==> src/rtl/osp_pkg.sv <==
package osp_pkg;
  localparam int unsigned OSP_LANES  = 8;
  localparam int unsigned OSP_WGT_W  = 8;
  localparam int unsigned OSP_PSUM_W = 15;

  // Width needed to sum 'lanes' signed values of width 'w' without overflow.
  function automatic int unsigned tree_width(input int unsigned lanes, input int unsigned w);
    return w + $clog2(lanes);
  endfunction
endpackage

==> src/rtl/osp_wgt_chain.sv <==
module osp_wgt_chain #(
  parameter int unsigned LANES = 8,
  parameter int unsigned WGT_W = 8
) (
  input  logic                   clk,
  input  logic                   rst,
  input  logic                   load,
  input  logic [WGT_W-1:0]       din,
  output logic [LANES*WGT_W-1:0] wflat
);
  logic [WGT_W-1:0] w_q [LANES];

  always_ff @(posedge clk) begin
    if (rst) begin
      for (int k = 0; k < LANES; k++) w_q[k] <= '0;
    end else if (load) begin
      w_q[0] <= din;
      for (int k = 1; k < LANES; k++) w_q[k] <= w_q[k-1];
    end
  end

  for (genvar g = 0; g < LANES; g++) begin : g_flat
    assign wflat[g*WGT_W +: WGT_W] = w_q[g];
  end

  // new word lands in lane 0
  a_r2_enter: assert property (@(posedge clk) disable iff (rst)
    load |=> (w_q[0] == $past(din)));

  for (genvar g = 1; g < LANES; g++) begin : g_shift_chk
    // each lane takes its lower neighbour
    a_r2_shift: assert property (@(posedge clk) disable iff (rst)
      load |=> (w_q[g] == $past(w_q[g-1])));
  end

  // chain frozen while not loading
  a_r3_hold: assert property (@(posedge clk) disable iff (rst)
    !load |=> $stable(wflat));
endmodule

==> src/rtl/osp_bitcol_tree.sv <==
module osp_bitcol_tree #(
  parameter int unsigned LANES = 8,
  parameter int unsigned WGT_W = 8,
  parameter int unsigned SUM_W = 11
) (
  input  logic [LANES-1:0]          act,
  input  logic [LANES*WGT_W-1:0]    wflat,
  output logic signed [SUM_W-1:0]   sum
);
  // Heap-indexed binary tree: leaves at LANES-1 .. 2*LANES-2, root at 0.
  // LANES must be a power of two.
  localparam int unsigned NODES = 2*LANES - 1;

  logic signed [SUM_W-1:0] node [NODES];
  logic signed [SUM_W-1:0] leaf_ext [LANES];

  for (genvar l = 0; l < LANES; l++) begin : g_leaf
    assign leaf_ext[l] = {{(SUM_W-WGT_W){wflat[l*WGT_W+WGT_W-1]}}, wflat[l*WGT_W +: WGT_W]};
    assign node[LANES-1+l] = act[l] ? leaf_ext[l] : '0;
  end

  for (genvar n = 0; n < LANES-1; n++) begin : g_add
    assign node[n] = node[2*n+1] + node[2*n+2];
  end

  assign sum = node[0];

  // an all-zero column contributes nothing
  always_comb begin
    if (act == '0) a_r4_idle: assert (sum == '0);
  end

  for (genvar l = 0; l < LANES; l++) begin : g_lane_chk
    // a single set bit selects exactly its own lane's weight
    always_comb begin
      if (act == (LANES'(1) << l)) a_r4_lane_select: assert (sum == leaf_ext[l]);
    end
  end
endmodule

==> src/rtl/osp_psum_stage.sv <==
module osp_psum_stage #(
  parameter int unsigned SUM_W  = 11,
  parameter int unsigned PSUM_W = 15
) (
  input  logic                     clk,
  input  logic                     rst,
  input  logic                     msb,
  input  logic signed [SUM_W-1:0]  tree_sum,
  input  logic signed [PSUM_W-1:0] psum_in,
  output logic signed [PSUM_W-1:0] psum_out
);
  logic signed [PSUM_W-1:0] ext;
  logic signed [PSUM_W-1:0] nxt;
  logic signed [PSUM_W-1:0] psum_q;
  logic                     rst_d;

  // Extend before negating: -(-1024) needs one more bit than the tree has.
  assign ext = {{(PSUM_W-SUM_W){tree_sum[SUM_W-1]}}, tree_sum};
  assign nxt = msb ? (psum_in - ext) : (psum_in + ext);

  always_ff @(posedge clk) begin
    if (rst) psum_q <= '0;
    else     psum_q <= nxt;
  end

  always_ff @(posedge clk) rst_d <= rst;

  assign psum_out = psum_q;

  // output cleared in the cycle after a reset edge
  always @(posedge clk) begin
    if (rst_d == 1'b1) a_r1_zero: assert (psum_q == '0);
  end

  // a zero tree result passes the incoming sum through one cycle later
  a_r5_passthru: assert property (@(posedge clk) disable iff (rst)
    (tree_sum == '0) |=> (psum_q == $past(psum_in)));
endmodule

==> src/rtl/osp_bitcol_mac.sv <==
module osp_bitcol_mac
  import osp_pkg::*;
#(
  parameter int unsigned LANES  = OSP_LANES,
  parameter int unsigned WGT_W  = OSP_WGT_W,
  parameter int unsigned PSUM_W = OSP_PSUM_W
) (
  input  logic                     clk,
  input  logic                     rst,
  input  logic                     wgt_load,
  input  logic [WGT_W-1:0]         wgt_in,
  input  logic [LANES-1:0]         act_col,
  input  logic                     act_msb,
  input  logic signed [PSUM_W-1:0] psum_in,
  output logic signed [PSUM_W-1:0] psum_out
);
  localparam int unsigned SUM_W = tree_width(LANES, WGT_W);

  logic [LANES*WGT_W-1:0] wflat;
  logic signed [SUM_W-1:0] tree_sum;

  osp_wgt_chain #(.LANES(LANES), .WGT_W(WGT_W)) u_chain (
    .clk   (clk),
    .rst   (rst),
    .load  (wgt_load),
    .din   (wgt_in),
    .wflat (wflat)
  );

  osp_bitcol_tree #(.LANES(LANES), .WGT_W(WGT_W), .SUM_W(SUM_W)) u_tree (
    .act   (act_col),
    .wflat (wflat),
    .sum   (tree_sum)
  );

  osp_psum_stage #(.SUM_W(SUM_W), .PSUM_W(PSUM_W)) u_acc (
    .clk      (clk),
    .rst      (rst),
    .msb      (act_msb),
    .tree_sum (tree_sum),
    .psum_in  (psum_in),
    .psum_out (psum_out)
  );
endmodule

==> config.mk <==
export PLATFORM = sky130hd
export DESIGN_NAME = osp_bitcol_mac
export DESIGN_NICKNAME = d
export VERILOG_FILES = /design/src/rtl/osp_pkg.sv /design/src/rtl/osp_wgt_chain.sv /design/src/rtl/osp_bitcol_tree.sv /design/src/rtl/osp_psum_stage.sv /design/src/rtl/osp_bitcol_mac.sv
export SDC_FILE = /design/constraint.sdc
export NUM_CORES = 1
export LEC_CHECK = 0
export BUFFER_PORTS_ARGS = -buffer_cell sky130_fd_sc_hd__buf_4
export CAP_MARGIN = 20
export CELL_PAD_IN_SITES_DETAIL_PLACEMENT = 1
export CELL_PAD_IN_SITES_GLOBAL_PLACEMENT = 1
export CORE_MARGIN = 2
export CORE_UTILIZATION = 50
export CTS_BUF_LIST = sky130_fd_sc_hd__clkbuf_4 sky130_fd_sc_hd__clkbuf_8
export DETAILED_ROUTE_END_ITERATION = 10
export GPL_ROUTABILITY_DRIVEN = 1
export PLACE_DENSITY = 0.85
export SETUP_SLACK_MARGIN = 0.05
export SLEW_MARGIN = 20
export SYNTH_ARGS = -nofsm -noshare
export SYNTH_HDL_FRONTEND = slang
export SYNTH_SLANG_ARGS = --single-unit
==> constraint.sdc <==
create_clock -name clk -period 10.85 [get_ports clk]
set_input_delay 1.6275 -clock clk [delete_from_list [all_inputs] [get_ports clk]]
set_output_delay 1.6275 -clock clk [all_outputs]
set_load 0.005 [all_outputs]
==> metrics <==
main flop type after synthesis=edfxtp_1; top-count cell post-synth=and2_1; drt wl/cell=18.1 um; Starting Density=0.506; share of the synthesized area in the top cell type=0.337; CTS Sinks=roughly 80; n_diodes=0; drt drc=0; clk_lat worst skew=a little under 0.4 ns; P per Cell Area=between 200 and 250 nW/um^2; Vias=roughly 3800; Netlist cell types=55; Via density=5.36; #FFs+latches synth=~80; fmax=between 100 and 150 MHz; skew final=about 0.016 ns; CP startpoint=act_col[7]; Die Wd=around 110 um; Flop pwr share=0.241; leakage dissipation=between 2 and 3 nW; Max Slew Vio Count=0; routability congestion estimate=about 0.9; crit path kind=in2reg; remaining antenna violation count=0; post-CTS sizing=0; Gate power share=0.626; DRT Pass-1 Iters=4; Final Hold Viols=0; Switching Power=between 0.6 and 0.7 mW; Critical R2R Launch=u_chain.w_q[0][50]$_SDFFCE_PP0P_; async set-reset flop share out of synthesis=0; worst-path fanout max=8; setup_tns=0 ns; hold slack final=0.544 ns; initial antenna violation count=0; Die Height=around 110 um; clock share of power=0.133; CTS buffer count=9; H-tree depth=3; CTS tree=built; Mapped Area=roughly 5700 um^2; number of synthesis warnings=0; CP Capture Type=flop; worst hold path class=reg2reg; largest net degree at the start of global routing=65; synthesized area per cell=11.1 um^2; min Tclk post-route=between 7 and 8 ns; area of the die=12300 um^2; max_slew headroom=0.434; dpl hpwl=10200 um; most area-hungry cell type in the Yosys netlist=edfxtp_1; Rows=39; Synth Instances=about 510; sequential area share after synthesis=0.389; min-delay src=u_chain.w_q[0][28]$_SDFFCE_PN0P_; Clock transition at path regs=0.08 ns; Net Sw Frac=0.431; First DRT Iteration DRCs=roughly 180; Place WS=2.81 ns; final non-filler cell total=713; setup ws final=between 3 and 4 ns; Post-synth EDFFs=64; layout cells sized above 1=0.151; vias in the first global route=~4300; Syn Nets=around 630; status=finished, final reports clean; CTS Hold Bufs=0; Worst Path Required=approximately 11 ns; wire length of the first global-routing pass=about 22000 um; unrepaired setup endpoints after global routing=false; Total GRT Usage=0.228; synth cell count leaders=96 x and2_1, 64 x edfxtp_1, 63 x inv_1, 52 x fa_1, 28 x nor2_1; area grow syn2layout=12.3%; clock tree buffer depth=2; VDD IR-drop max=between 0.15 and 0.2 mV; grt ovf=0; Setup crit start kind=input port; nets=just under 700; top post-synthesis cells by area=edfxtp_1 34%, fa_1 18%, and2_1 11%; placed cells=about 700; maxcap violations=0; Detailed Route WL=~13000 um; Internal=about 0.9 mW; final setup vio count=0; Core ar.=about 11000 um^2; crit share post-route=0.713; I/O pin total=50; root buffer selected by CTS=clkbuf_8; setup bufs post-CTS=0; Arrival @ worst endpoint=around 8 ns; Worst Tran Pin Value=roughly 0.85 ns; Port Buf Inserts=a little under 50
==> cell type report <==
cell class              count  area (um^2)
well taps                 143          179
multi-input cells         361         3200
repair buffers             51          383
clock inverters             4         30.0
inverters                  63          236
flip-flops and latches     79         2220
clock buffers              12          153
fillers                  1197         4870
==> metrics by stage <==
stage               power, mW  instance area [um^2]   util
CTS                      1.60                  6400  0.568
global placement         1.31                  6220  0.552
global route             1.73                  6400  0.568
detailed placement       1.38                  6220  0.552
finish                   1.60                  6400  0.568
floorplan                1.14                  5710      -
==> layer usage <==
metal,global-route usage,part of all wire,vias up
met3,0.0459,0.034,27
met2,0.392,0.51,65
met5,0,0,-
met4,0.100,0.029,0
met1,0.278,0.42,1938
li1,-,-,1792
==> state kept, by name, indices dropped and copies added, names as in the netlist <==
| name | count |
|---|---|
| u_acc.psum_out | 15 |
| u_chain.w_q | 64 |
==> power by group through the flow <==
stage	Sequential (mW)	Clock, mW	Combinational, mW
2_1_floorplan	0.391	0	0.745
3_3_place_gp	0.390	0	0.921
3_5_place_dp	0.392	0	0.985
4_1_cts	0.385	0.217	1.00
5_1_grt	0.390	0.228	1.11
6_report	0.385	0.212	0.999
==> logic make-up after synthesis <==
logic type	count (synthesis)	synth area share
AO/OA/AOI/OAI	61	0.0774
flip-flops	79	0.389
adder cells (fa/ha/maj)	78	0.239
XOR/XNOR	26	0.0412
multiplexers	4	0.00811
buffers and inverters	73	0.0498
AND/OR/NAND/NOR	192	0.195
==> worst max-delay path, cell delays in order <==
cell and delay, ns:
buf_4 0.14, and2_1 0.17, fa_1 0.52, fa_1 0.53, fa_1 0.52, fa_1 0.49, ha_1 0.24, fa_1 0.44
a21o_1 0.25, a211o_1 0.31, a211oi_1 0.49, nor3b_1 0.14, a21oi_1 0.20, xnor2_1 0.09, ha_1 0.22, nor4_1 0.52
a221oi_1 0.20, or4_1 0.45, o221ai_1 0.10, nor2_1 0.06, mux2_1 0.29
==> cell usage in the layout (no fill, tap or decap), types with 2 or more instances in the layout <==
| cell | instances |
|---|---|
| ha_1 | 26 |
| a211oi_1 | 4 |
| o21a_1 | 8 |
| a21oi_1 | 16 |
| buf_4 | 51 |
| clkbuf_4 | 2 |
| mux2i_1 | 2 |
| xnor2_1 | 20 |
| and2b_2 | 2 |
| o2111ai_1 | 2 |
| nor4b_2 | 2 |
| and2_1 | 96 |
| nand2_1 | 24 |
| nor2_1 | 28 |
| o21ai_0 | 7 |
| xor2_1 | 5 |
| edfxtp_1 | 64 |
| inv_1 | 63 |
| nor3_1 | 4 |
| nor4_1 | 2 |
| a31oi_1 | 3 |
| clkbuf_8 | 10 |
| a21o_1 | 6 |
| nor3b_1 | 3 |
| nor2b_1 | 18 |
| dfxtp_1 | 15 |
| or2_2 | 2 |
| fa_1 | 52 |
==> worst paths after layout <==
path | end | slack (ns) | cells after the start
setup reg to reg | u_acc.psum_out[14]$_SDFF_PP0_ | 4.06 | 20
hold reg to reg | u_chain.w_q[0][36]$_SDFFCE_PN0P_ | 0.54 | 1
setup / recovery | u_acc.psum_out[14]$_SDFF_PP0_ | 3.12 | 21
hold / removal | u_chain.w_q[0][36]$_SDFFCE_PN0P_ | 0.54 | 1
Power figures use the tool's default switching activity.
